==> config.mk <==
export PLATFORM = sky130hd
export DESIGN_NAME = muart_regs
export DESIGN_NICKNAME = d
export VERILOG_FILES = /design/src/rtl/muart_pkg.sv /design/src/rtl/muart_rx_fifo.sv /design/src/rtl/muart_status.sv /design/src/rtl/muart_regs.sv
export SDC_FILE = /design/constraint.sdc
export NUM_CORES = 1
export LEC_CHECK = 0
export BUFFER_PORTS_ARGS = -buffer_cell sky130_fd_sc_hd__buf_2
export CAP_MARGIN = 20
export CELL_PAD_IN_SITES_DETAIL_PLACEMENT = 1
export CELL_PAD_IN_SITES_GLOBAL_PLACEMENT = 2
export CORE_UTILIZATION = 41
export CTS_CLUSTER_SIZE = 12
export DETAILED_ROUTE_END_ITERATION = 12
export PLACE_DENSITY_LB_ADDON = 0.08
export SLEW_MARGIN = 20
export SYNTH_ARGS = -nofsm -noshare
export SYNTH_HDL_FRONTEND = slang
export SYNTH_HIERARCHICAL = 1
export SYNTH_SLANG_ARGS = --single-unit
export TNS_END_PERCENT = 30
==> constraint.sdc <==
create_clock -name clk -period 7.1 [get_ports clk]
set_input_delay 1.42 -clock clk [delete_from_list [all_inputs] [get_ports clk]]
set_output_delay 1.42 -clock clk [all_outputs]
set_load 0.1 [all_outputs]
==> src/rtl/muart_pkg.sv <==
package muart_pkg;
  localparam int BYTE_W = 8;
  localparam int WORD_W = 32;

  // Register word indices (byte offset >> 2)
  localparam logic [5:0] IX_IRQSUM = 6'h00;
  localparam logic [5:0] IX_ENABLE = 6'h01;
  localparam logic [5:0] IX_DATA   = 6'h10;
  localparam logic [5:0] IX_INTEN  = 6'h11;
  localparam logic [5:0] IX_INTID  = 6'h12;
  localparam logic [5:0] IX_LINEST = 6'h15;
  localparam logic [5:0] IX_CTRL   = 6'h18;
  localparam logic [5:0] IX_XSTAT  = 6'h19;

  localparam logic [WORD_W-1:0] FIFO_EN_BITS = 32'h0000_00C0;
  localparam logic [WORD_W-1:0] LINE_BASE    = 32'h0000_0060;
  localparam logic [WORD_W-1:0] XSTAT_BASE   = 32'h0000_030E;
  localparam logic [WORD_W-1:0] CTRL_VALUE   = 32'h0000_0003;
endpackage

==> src/rtl/muart_rx_fifo.sv <==
module muart_rx_fifo
  import muart_pkg::*;
#(
  parameter int DEPTH = 8,
  localparam int PTR_W = (DEPTH > 1) ? $clog2(DEPTH) : 1,
  localparam int CNT_W = $clog2(DEPTH + 1)
) (
  input  logic              clk,
  input  logic              rst,
  input  logic              in_valid,
  input  logic [BYTE_W-1:0] in_byte,
  output logic              in_ready,
  input  logic              pop_req,
  input  logic              flush_req,
  output logic [BYTE_W-1:0] head_byte,
  output logic [CNT_W-1:0]  fill
);
  logic [BYTE_W-1:0] store [DEPTH];
  logic [PTR_W-1:0]  rd_ptr;
  logic [CNT_W-1:0]  cnt;
  logic [CNT_W:0]    slot_sum;
  logic [PTR_W-1:0]  wr_slot;
  logic              do_push, do_pop, not_empty;

  assign not_empty = (cnt != '0);
  assign in_ready  = (cnt != CNT_W'(DEPTH));
  assign do_push   = in_valid && in_ready && !flush_req;
  assign do_pop    = pop_req && not_empty && !flush_req;

  always_comb begin
    slot_sum = (CNT_W+1)'(rd_ptr) + (CNT_W+1)'(cnt);
    if (slot_sum >= (CNT_W+1)'(DEPTH))
      slot_sum = slot_sum - (CNT_W+1)'(DEPTH);
    wr_slot = slot_sum[PTR_W-1:0];
  end

  // storage without reset so it maps onto RAM
  always_ff @(posedge clk) begin
    if (do_push) store[wr_slot] <= in_byte;
  end

  always_ff @(posedge clk) begin
    if (rst) begin
      rd_ptr <= '0;
      cnt    <= '0;
    end else if (flush_req) begin
      cnt <= '0;
    end else begin
      if (do_pop)
        rd_ptr <= (rd_ptr == PTR_W'(DEPTH - 1)) ? '0 : rd_ptr + 1'b1;
      cnt <= cnt + CNT_W'(do_push) - CNT_W'(do_pop);
    end
  end

  assign head_byte = store[rd_ptr];
  assign fill      = cnt;

  a_r5_fill_bounded: assert property (@(posedge clk) disable iff (rst)
    cnt <= CNT_W'(DEPTH));
  a_r8_flush_empties: assert property (@(posedge clk) disable iff (rst)
    flush_req |=> cnt == '0);
  a_r6_empty_read_holds: assert property (@(posedge clk) disable iff (rst)
    (pop_req && !not_empty && !in_valid && !flush_req) |=> (rd_ptr == $past(rd_ptr)) && (cnt == '0));
  a_r4_push_grows: assert property (@(posedge clk) disable iff (rst)
    (in_valid && in_ready && !pop_req && !flush_req) |=> cnt == $past(cnt) + 1'b1);
endmodule

==> src/rtl/muart_status.sv <==
module muart_status
  import muart_pkg::*;
#(
  parameter int CNT_W = 4
) (
  input  logic [CNT_W-1:0]  fill,
  input  logic [1:0]        inten,
  output logic              pending,
  output logic [WORD_W-1:0] inten_word,
  output logic [WORD_W-1:0] intid_word,
  output logic [WORD_W-1:0] line_word,
  output logic [WORD_W-1:0] xstat_word
);
  logic has_data, rx_pend, tx_pend;

  assign has_data = (fill != '0);
  assign rx_pend  = inten[0] && has_data;
  assign tx_pend  = inten[1];
  assign pending  = rx_pend || tx_pend;

  always_comb begin
    inten_word = FIFO_EN_BITS | WORD_W'(inten);

    intid_word = FIFO_EN_BITS;
    // receive has priority over transmit in the id field
    intid_word[2] = has_data;
    intid_word[1] = !has_data;
    intid_word[0] = !pending;

    line_word    = LINE_BASE;
    line_word[0] = has_data;

    xstat_word    = XSTAT_BASE;
    xstat_word[0] = has_data;
    xstat_word[16 +: CNT_W] = fill;
  end
endmodule

==> src/rtl/muart_regs.sv <==
module muart_regs
  import muart_pkg::*;
#(
  parameter int DEPTH  = 8,
  parameter int ADDR_W = 8,
  localparam int CNT_W = $clog2(DEPTH + 1),
  localparam int IDX_W = ADDR_W - 2
) (
  input  logic              clk,
  input  logic              rst,
  input  logic              bus_sel,
  input  logic              bus_wr,
  input  logic [ADDR_W-1:0] bus_addr,
  input  logic [31:0]       bus_wdata,
  output logic [31:0]       bus_rdata,
  output logic              bus_rvalid,
  input  logic [7:0]        rx_data,
  input  logic              rx_valid,
  output logic              rx_ready,
  output logic [7:0]        tx_data,
  output logic              tx_valid,
  output logic              irq
);
  logic [IDX_W-1:0]  widx;
  logic              rd_hit, wr_hit;
  logic              pop_req, flush_req;
  logic [1:0]        inten_q;
  logic [BYTE_W-1:0] head_byte;
  logic [CNT_W-1:0]  fill;
  logic              pending;
  logic [WORD_W-1:0] inten_word, intid_word, line_word, xstat_word;
  logic [WORD_W-1:0] rd_mux;

  assign widx      = bus_addr[ADDR_W-1:2];
  assign rd_hit    = bus_sel && !bus_wr;
  assign wr_hit    = bus_sel && bus_wr;
  assign pop_req   = rd_hit && (widx == IDX_W'(IX_DATA));
  assign flush_req = wr_hit && (widx == IDX_W'(IX_INTID)) && bus_wdata[1];

  muart_rx_fifo #(.DEPTH(DEPTH)) u_fifo (
    .clk       (clk),
    .rst       (rst),
    .in_valid  (rx_valid),
    .in_byte   (rx_data),
    .in_ready  (rx_ready),
    .pop_req   (pop_req),
    .flush_req (flush_req),
    .head_byte (head_byte),
    .fill      (fill)
  );

  muart_status #(.CNT_W(CNT_W)) u_status (
    .fill       (fill),
    .inten      (inten_q),
    .pending    (pending),
    .inten_word (inten_word),
    .intid_word (intid_word),
    .line_word  (line_word),
    .xstat_word (xstat_word)
  );

  always_comb begin
    unique case (widx)
      IDX_W'(IX_IRQSUM): rd_mux = WORD_W'(pending);
      IDX_W'(IX_ENABLE): rd_mux = 32'd1;
      IDX_W'(IX_DATA):   rd_mux = WORD_W'(head_byte);
      IDX_W'(IX_INTEN):  rd_mux = inten_word;
      IDX_W'(IX_INTID):  rd_mux = intid_word;
      IDX_W'(IX_LINEST): rd_mux = line_word;
      IDX_W'(IX_CTRL):   rd_mux = CTRL_VALUE;
      IDX_W'(IX_XSTAT):  rd_mux = xstat_word;
      default:           rd_mux = '0;
    endcase
  end

  always_ff @(posedge clk) begin
    if (rst) begin
      inten_q    <= '0;
      bus_rdata  <= '0;
      bus_rvalid <= 1'b0;
      tx_data    <= '0;
      tx_valid   <= 1'b0;
      irq        <= 1'b0;
    end else begin
      bus_rvalid <= rd_hit;
      if (rd_hit) bus_rdata <= rd_mux;
      tx_valid <= wr_hit && (widx == IDX_W'(IX_DATA));
      if (wr_hit && (widx == IDX_W'(IX_DATA))) tx_data <= bus_wdata[7:0];
      if (wr_hit && (widx == IDX_W'(IX_INTEN))) inten_q <= bus_wdata[1:0];
      irq <= pending;
    end
  end

  a_r2_tx_follows_write: assert property (@(posedge clk) disable iff (rst)
    (wr_hit && widx == IDX_W'(IX_DATA)) |=> (tx_valid && tx_data == $past(bus_wdata[7:0])));
  a_r13_read_answered: assert property (@(posedge clk) disable iff (rst)
    rd_hit |=> bus_rvalid);
  a_r11_tx_enable_irq: assert property (@(posedge clk) disable iff (rst)
    inten_q[1] |=> irq);
  a_r5_full_not_ready: assert property (@(posedge clk) disable iff (rst)
    (fill == CNT_W'(DEPTH)) |-> !rx_ready);
endmodule

==> summary by stage, run 1 <==
Min path
The path class of the tightest hold or removal check is reg2reg.

Route
The via count is 4039. The number of remaining DRC errors is 0. The remaining antenna violation count is 0. After detailed routing, the number of vias per cell comes to 4.79. The routed wirelength normalized by instance count is 16.0 µm.

The number of iterations in the first detailed-routing pass is 6. The count of routing violations after the opening detailed-route iteration is 269. The routed design has 13400 µm of wire.

Clock network
The CTS tree is done. After clock tree synthesis, the flow added hold-fix buffers numbering 0. The cell at the root of the clock tree is sky130_fd_sc_hd__clkbuf_16. Counting the buffers created by CTS gives 17. The H-tree depth is 4.

The number of sinks handled by clock tree synthesis is 119. The clock transition at the registers of the reported paths is around 60 ps. Clock latency on the worst-skew pair, taken at its later pin, is approximately 420 ps.

The largest buffer count on any clock path is 2. After clock tree synthesis, the setup repair step added 0 buffers. The number of gates resized after cts is 0.

Worst setup path
The endpoint kind of the worst setup timing path is a register. At the worst endpoint, the arrival time is about 4500 ps. Along the worst path, the maximum fanout reaches 9.

The data required time of the critical path is 7440 ps. The worst setup path is launched from an input port. The worst setup path is of the in2reg kind.

STA
The smallest clock period supported by the final layout is computed as 4160 ps. Static timing analysis puts the maximum clock frequency at 241 MHz. The worst-margin pin slew is 939 ps. The hold violation total from the final report is 0. The final-layout worst hold slack is 442 ps. Setup violations remaining at the end of the flow were counted as 0.

Setup repair after global routing left no endpoint under its margin. The final clock period utilization by the worst path is 58.5%. The total negative slack for setup checks is 0 ps. The max-slew violation count is 0. The worst pin sits at a relative slew slack of 37.3%. The final setup slack of the worst path is 2940 ps. Across the routed clock network, the largest skew measured is 7.13 ps.

Global route
The first global-routing pass estimated 21600 µm of wire. In the global route stage, overall resource usage came out at between 10% and 20%. The total overflow left after global routing is 0.

The initial antenna violation count was 0. Entering global routing, the biggest net connects 33 pins. The number of global-route vias before repair came to between 3000 and 4000.

Power and ir drop
The sequential fraction of design power is 42.5%. The switching power of the nets is 501 µW. Combinational logic is responsible for 12.4% of the overall power. Dividing total power by cell area gives a power density of 262 nW/µm².

The net switching share of the total power is a little over a quarter. The internal power is 1340 µW. IR analysis of the VDD net gives a maximum drop of 0.000202 V. The clock network accounts for 45.2% of the total power.

The reported leakage power is around 0.0028 µW.

Die
The floorplan core area is 15300 µm². The floorplan step defined a die boundary enclosing 16100 µm². In this run the horizontal extent of the chip is 127 µm. Once the floorplan was initialized, standard cells occupied 42.0% of the core. The cell row count is 45. The total I/O pin count is 97. The height of the die is around 130 µm.

Placement
Before CTS, the worst setup slack after placement is 2490 ps. The number of buffers added on ports is 70. The detailed placer's ending HPWL is 8860 µm. Once placement finished, the instance area stood at 6460 µm². Routability-driven placement finished with a final weighted congestion of 0.732.

The count of placed standard cells including taps is ~800.

Final layout
Across the whole layout, storage elements account for 3020 µm². The count of cells in the finished layout, fillers not included, comes to 843. 0 antenna diodes ended up in the layout. The total non-filler cell area in the finished layout is between 7000 and 8000 µm². Summing all multi-input logic gate instances after layout gives 2700 µm².

The share of layout cells above drive strength 1 is 21.2%. The area growth from synthesis to layout is 9.70%. In the final design database the tool counted 683 nets. The layout has 1671 filler cells.

Synth
The dominant synthesized flop cell is sky130_fd_sc_hd__edfxtp_1. The share of synthesized registers carrying an async set or reset is 0%. The synthesized area is approximately 6400 µm². Yosys mapped a number of flops with a built-in enable equal to 64. Dividing the synthesized area by the synthesized cell count gives 11.5 µm². The share of the Yosys chip area taken by registers is 47.1%.

The number of different library cells used by synthesis comes to 56. Counting flops and latches in the post-synthesis netlist gives 119. The number of warnings issued by yosys is 6. The post-synthesis instance total is between 500 and 600.

Outcome
The flow ran to the end, and the final reports show no timing, DRC or antenna violations.

Flow run
Max-cap violations in this run came to 0.
final cells by class:
| cell class | count | area share, % |
|---|---|---|
| repair buffers | 81 | 6.15 |
| clock inverters | 13 | 1.94 |
| inverters | 12 | 0.640 |
| multi-input cells | 388 | 38.4 |
| clock buffers | 19 | 6.15 |
| well taps | 211 | 3.75 |
| flip-flops and latches | 119 | 43.0 |
registers in the layout (all words and copies together), names as in the netlist, named ones only:
name,count
u_fifo/rd_ptr,3
u_fifo/store,64
u_fifo/fill,4
inten_q,2
bus_rdata,32
bus_rvalid,1
tx_valid,1
irq,1
tx_data,8
cells by family (layout without fill, tap and decap cells):
group	count (synthesis)	count (layout)	synth area share, %
adders and majority gates	11	11	2.38
xor gates and xnor gates	5	5	0.683
muxes	40	40	10.4
AOI/OAI and AO/OA	114	114	12.8
and+or+nand+nor	101	101	8.31
buffers and inverters	168	125	18.1
DFF	119	119	47.1
other	2	117	0.117
worst max-delay path, stage by stage:
cell and delay (ps):
sky130_fd_sc_hd__buf_2 130, sky130_fd_sc_hd__or4b_4 620, sky130_fd_sc_hd__nor3b_4 200, sky130_fd_sc_hd__and4_1 410, sky130_fd_sc_hd__nand3b_1 410, sky130_fd_sc_hd__ha_1 310
sky130_fd_sc_hd__inv_1 60, sky130_fd_sc_hd__ha_1 170, sky130_fd_sc_hd__inv_1 60, sky130_fd_sc_hd__fa_1 400, sky130_fd_sc_hd__xor2_1 170, sky130_fd_sc_hd__nor3_1 130
cell usage after synthesis (2+ instances only):
library cell	instances	area share [%]
sky130_fd_sc_hd__nor4_1	5	0.49
sky130_fd_sc_hd__mux2_2	8	1.4
sky130_fd_sc_hd__inv_1	12	0.70
sky130_fd_sc_hd__nor3b_1	4	0.47
sky130_fd_sc_hd__edfxtp_1	64	30
sky130_fd_sc_hd__ha_1	9	1.8
sky130_fd_sc_hd__conb_1	2	0.12
sky130_fd_sc_hd__fa_1	2	0.62
sky130_fd_sc_hd__nor3_1	12	0.94
sky130_fd_sc_hd__nand2_1	35	2.0
sky130_fd_sc_hd__clkbuf_1	11	0.64
sky130_fd_sc_hd__mux4_1	15	6.1
sky130_fd_sc_hd__o21ai_1	30	2.3
sky130_fd_sc_hd__a21boi_1	24	2.8
sky130_fd_sc_hd__a22oi_1	2	0.23
sky130_fd_sc_hd__dfxtp_1	55	17
sky130_fd_sc_hd__xnor2_1	2	0.27
sky130_fd_sc_hd__buf_6	3	0.53
sky130_fd_sc_hd__xor2_1	3	0.41
sky130_fd_sc_hd__o21ai_0	5	0.39
sky130_fd_sc_hd__buf_2	11	0.86
sky130_fd_sc_hd__a221oi_1	2	0.27
sky130_fd_sc_hd__nand3_1	4	0.31
sky130_fd_sc_hd__nor4b_1	2	0.27
sky130_fd_sc_hd__buf_1	2	0.12
sky130_fd_sc_hd__nand2b_1	3	0.29
sky130_fd_sc_hd__a222oi_1	24	3.7
sky130_fd_sc_hd__and3_1	2	0.20
sky130_fd_sc_hd__buf_4	128	15
sky130_fd_sc_hd__nor2_1	16	0.94
sky130_fd_sc_hd__a21oi_1	13	1.0
sky130_fd_sc_hd__a221o_1	6	0.94
sky130_fd_sc_hd__or3b_2	2	0.27
sky130_fd_sc_hd__mux2i_1	16	2.5
sky130_fd_sc_hd__nor2b_1	5	0.49
metrics by stage:
| stage | util [%] | power [µW] |
|---|---|---|
| final | 46.1 | 1840 |
| after global routing | 46.1 | 1930 |
| after CTS | 46.1 | 1870 |
| after detailed placement | 42.3 | 1020 |
| after global placement | 42.3 | 1010 |
| after floorplan | - | 1010 |
power groups by stage:
stage / Clock, µW / Combinational (µW) / Sequential, µW
6_report: 832 / 227 / 782
5_1_grt: 888 / 251 / 786
4_1_cts: 856 / 229 / 782
3_5_place_dp: 0 / 227 / 797
3_3_place_gp: 0 / 221 / 794
2_1_floorplan: 0 / 219 / 794
metal layers:
layer  track usage [%]  up-vias  wire length [µm]
met5                 0        -                 0
met4              5.88        0               143
met3              4.90       10               531
met2              30.6       63              6820
met1              22.2     2000              5950
li1                  -     1966                 -
worst paths after layout:
kind                   from        endpoint  slack, ps  cells after the start
max             bus_addr[7]  u_fifo/fill[2]       2940                     12
min           bus_rdata[24]   bus_rdata[24]        440                      2
max reg2reg  u_fifo/fill[2]  u_fifo/fill[2]       4290                     11
min reg2reg   bus_rdata[24]   bus_rdata[24]        440                      2
placed cells by master, fill, tap and decap left out, drive strengths merged, types with 2 or more instances in the layout:
| cell type | synthesis | final |
|---|---|---|
| nand3 | 4 | 4 |
| ha | 9 | 9 |
| a21oi | 13 | 13 |
| nor4 | 5 | 5 |
| a222oi | 24 | 24 |
| nor2b | 5 | 5 |
| nor4b | 2 | 2 |
| nand2b | 3 | 3 |
| xor2 | 3 | 3 |
| dfxtp | 55 | 55 |
| or4 | 2 | 2 |
| a21boi | 24 | 24 |
| clkinv | 0 | 4 |
| mux2 | 8 | 8 |
| or3b | 2 | 2 |
| edfxtp | 64 | 64 |
| clkbuf | 11 | 19 |
| buf | 145 | 81 |
| a221o | 6 | 6 |
| and3 | 2 | 2 |
| o21ai | 35 | 35 |
| xnor2 | 2 | 2 |
| mux2i | 16 | 16 |
| a22oi | 2 | 2 |
| mux4 | 16 | 16 |
| inv | 12 | 19 |
| nor3 | 13 | 13 |
| fa | 2 | 2 |
| a221oi | 2 | 2 |
| nand2 | 35 | 35 |
| nor2 | 16 | 16 |
| conb | 2 | 117 |
| nor3b | 5 | 5 |
Power figures use the tool's default switching activity.
==> inputs of run 2 (changes only) <==
ABC_AREA = 1   (was not set)
CORE_UTILIZATION = 31   (was 41)
clock period = 3.34 ns   (was 7.1 ns; I/O delays follow)
==> summary by stage, run 2 <==
STA
The worst-margin pin slew is 629 ps (-309 ps). Derived from the worst setup path, the maximum achievable clock frequency is between 300 and 400 MHz. The post-layout minimum cycle time is 2530 ps. The worst clock skew on the final layout came to 11.1 ps (+3.95 ps). The final clock period utilization by the worst path is 75.8%. The number of setup violations in the final report is 0 (unchanged). The total negative slack for setup checks was 0 ps (unchanged). Setup repair after global routing left no endpoint under its margin. The max-slew violation count came to 0 (unchanged).

The headroom to the max-slew limit was 58.0% (+21 points). The hold violation total from the final report is 0 (unchanged).

Final layout
The largest registers in the layout are u_fifo/store x64, bus_rdata x32, tx_data x8. The total non-filler cell area in the finished layout was 8100 µm² (+15%). The layout-stage area growth over the synthesis result is 10.5%.

The library cells used most frequently in the layout, excluding fill and tap cells, are 201 x sky130_fd_sc_hd__nand2_1, 175 x sky130_fd_sc_hd__nand3_1, 117 x sky130_fd_sc_hd__conb_1, 97 x sky130_fd_sc_hd__inv_1, 70 x sky130_fd_sc_hd__buf_2. The layout net count was 1067 (+56%). The register ranked first by flip-flop count is u_fifo/store. The count of placed standard cells in the final layout, fillers left out is 1330 (+58%). The number of flip-flops in the largest register was 64 (unchanged). The utilization after layout came to 35.3% (-11 points). The most frequent standard cell in the layout excluding fill and tap cells is sky130_fd_sc_hd__nand2_1. The share of layout cells above drive strength 1 is 16.0% (-5.2 points).

Power and ir drop
The largest voltage drop on the vdd net is 0.000307 V (+52%). The internal power is 3060 µW (+130%). The switching power of the nets came to 1230 µW (+150%). The total power divided by cell area was 530 nW/µm² (+100%). The combinational cell fraction of total power was 13.9% (+1.5 points). The clock network power share came to 47.1% (+1.9 points). The sequential fraction of design power came to 39.0% (-3.5 points). The reported leakage power is 0.00376 µW (+33%). The net switching share of the total power came to 28.6% (+1.4 points).

Worst setup path
The worst path arrival time was 2850 ps (-1640 ps). The number of cells traversed by the worst register-to-register path came to 12 (+1). STA classifies the critical path startpoint as an input port. The register-to-register setup slack is 920 ps (-3370 ps). The data required time of the critical path was 3660 ps (-3780 ps). The endpoint kind of the worst setup timing path is a register. By startpoint and endpoint, the worst setup path is classified as in2reg. The worst register-to-register path ends at u_fifo/fill[2]. The maximum fanout encountered on the critical timing path was 3 (-6). The startpoint of the lowest-slack register-to-register path is u_fifo/fill[2].

Global route
The number of global-route vias before repair was 5805 (+45%). The overall track demand over capacity in global routing is 17.0% (-1.0 points). The global routing stage identified its most utilized layer as met2. The global-route met2 utilization is 26.9% (-3.8 points). The pin count of the biggest net entering global routing is 51 (+55%). The initial antenna violation count is 1 (+1). The met3 track demand over resource in global routing is 3.28% (-1.6 points).

The overflow left after global routing is 0 (unchanged). The met1 usage in global routing is 23.1% (+0.96 points). The global-route wire length before repair came to 31100 µm (+44%).

Clock network
The post-CTS repair timing setup buffer count is 0 (unchanged). The largest buffer count on any clock path is 2 (unchanged). TritonCTS built the clock tree. The number of hold buffers added after cts was 0 (unchanged). The worst-skew pair later-pin latency was 420 ps (about the same). The number of sinks handled by clock tree synthesis is 119 (unchanged). The cell at the root of the clock tree is sky130_fd_sc_hd__clkbuf_16. The H-tree depth is 4 (unchanged).

The total CTS buffers came to 17 (unchanged). The number of gates resized after cts is 0 (unchanged). The clock transition at the registers of the reported paths is 60 ps (about the same).

Synth
The count of different cell masters after synthesis was 30 (-46%). The mean instance size in the synthesized netlist is 7.77 µm² (-32%). The portion of synthesized cell area occupied by the leading cell type came to 26.2% (-3.7 points).

The share of synthesized registers carrying an async set or reset was 0% (unchanged). The cell taking the most area after synthesis is sky130_fd_sc_hd__edfxtp_1. Yosys attributes the largest share of cell area to sky130_fd_sc_hd__edfxtp_1 26%, sky130_fd_sc_hd__dfxtp_1 15%, sky130_fd_sc_hd__buf_4 14%. After synthesis, the most frequently instantiated cells are 201 x sky130_fd_sc_hd__nand2_1, 175 x sky130_fd_sc_hd__nand3_1, 133 x sky130_fd_sc_hd__buf_4. The post-synthesis instance total is 943 (+68%). The synthesized flop and latch total is 119 (unchanged). The dominant synthesized flop cell is sky130_fd_sc_hd__edfxtp_1. The most common cell in the synthesized netlist is sky130_fd_sc_hd__nand2_1. The number of warnings issued by yosys is 6 (unchanged). The number of synthesized flops with an enable pin is 64 (unchanged). The synthesized area is 7330 µm² (+14%). The register area share after synthesis was 41.3% (-5.9 points).

Min path
The worst hold path stage count was 2 (unchanged). The launch point of the worst hold path is bus_rdata[6]. The worst hold path class is reg2reg.

The worst hold path terminates at bus_rdata[6].

Die
The starting utilization of the core area is 32.0% (-10 points). The cell row count is 55 (+22%). The height of the die was 156 µm (+23%). The floorplan core area is 22900 µm² (+50%). The floorplan die area is 24300 µm² (+50%). The die width came to 156 µm (+23%).

The total I/O pin count is 97 (unchanged).

Outcome
The run finished with clean final reports.

Route
The via density per instance was 4.25 (-11%). The post-detailed-routing wire length is 19000 µm (+41%). The number of remaining DRC errors is 0 (unchanged). The remaining antenna violation count is 0 (unchanged).

The via count is 5648 (+40%). The routed wirelength normalized by instance count was 14.3 µm (-10%). The number of iterations in the first detailed-routing pass is 4 (-2).

The count of routing violations after the opening detailed-route iteration was 210 (-22%).

Flow run
The max-capacitance violation count is 0 (unchanged).

Placement
The weighted congestion reported at the end of routability-driven placement was 0.690 (-5.8%). The number of buffers added on ports is 70 (unchanged). The count of placed standard cells including taps is 1297 (+60%).

The cell area after placement is 7450 µm² (+15%). The detailed placer's ending HPWL is 12500 µm (+41%).
[run 2: area by class of cell]
type / count / area [µm²]
fill: 2855 / 14800
multi-input combinational: 663 / 3090
sequential: 119 / 3020
timing repair buffer: 97 / 553
clock buffer: 17 / 425
inverter: 105 / 397
tap: 313 / 392
clock inverter: 15 / 215
antenna: 1 / 2.50
[run 2: how the worst max path moves through the flow]
stage,from,to,slack [ps],depth (start not counted)
global route,bus_addr[5],u_fifo/fill[2],580,15
CTS,u_fifo/fill[2],rx_ready,750,4
finish,bus_addr[4],u_fifo/fill[2],810,16
detailed placement,bus_addr[4],u_fifo/fill[2],360,16
global placement,bus_addr[5],u_fifo/fill[2],390,15
floorplan,bus_sel,u_fifo/fill[2],470,16
[run 2: critical path, stage by stage]
cell and delay (ps):
sky130_fd_sc_hd__buf_2 120, sky130_fd_sc_hd__inv_1 80, sky130_fd_sc_hd__nand2_1 160, sky130_fd_sc_hd__nor2_4 120, sky130_fd_sc_hd__nand2_1 80, sky130_fd_sc_hd__nor2_1 190, sky130_fd_sc_hd__nor2_1 110, sky130_fd_sc_hd__nand2_1 120
sky130_fd_sc_hd__inv_1 50, sky130_fd_sc_hd__ha_1 260, sky130_fd_sc_hd__inv_1 50, sky130_fd_sc_hd__ha_1 150, sky130_fd_sc_hd__inv_1 60, sky130_fd_sc_hd__fa_1 410, sky130_fd_sc_hd__xor2_1 160, sky130_fd_sc_hd__nor2_1 50
[run 2: power groups by stage]
stage / registers (µW) / logic [µW] / clock network [µW]
detailed placement: 1710 / 603 / 0
finish: 1680 / 595 / 2020
global placement: 1710 / 597 / 0
floorplan: 1720 / 538 / 0
global route: 1690 / 680 / 2130
CTS: 1680 / 608 / 2090
[run 2: through the flow]
step	hold WS (ps)	worst slack [ps]	power, µW
CTS	452	755	4370
global placement	453	386	2310
global route	473	584	4500
finish	460	807	4290
detailed placement	454	356	2310
floorplan	461	473	2260
[run 2: cells by family (layout without fill, tap and decap cells)]
| family | count (synthesis) | count (layout) | synth area share [%] |
|---|---|---|---|
| buffers and inverters | 276 | 234 | 22.6 |
| other | 2 | 118 | 0.102 |
| and+or+nand+nor | 480 | 480 | 30.1 |
| DFF | 119 | 119 | 41.3 |
| AOI/OAI and AO/OA | 54 | 54 | 3.79 |
| xor gates and xnor gates | 1 | 1 | 0.120 |
| adders and majority gates | 11 | 11 | 2.08 |
[run 2: per-layer routing]
metal | part of all wire (%) | up-vias | routed length [µm]
met5 | 0 | - | 0
met4 | 1.3 | 0 | 255
met3 | 3.1 | 16 | 590
met2 | 45 | 74 | 8550
met1 | 51 | 2611 | 9610
li1 | - | 2947 | -
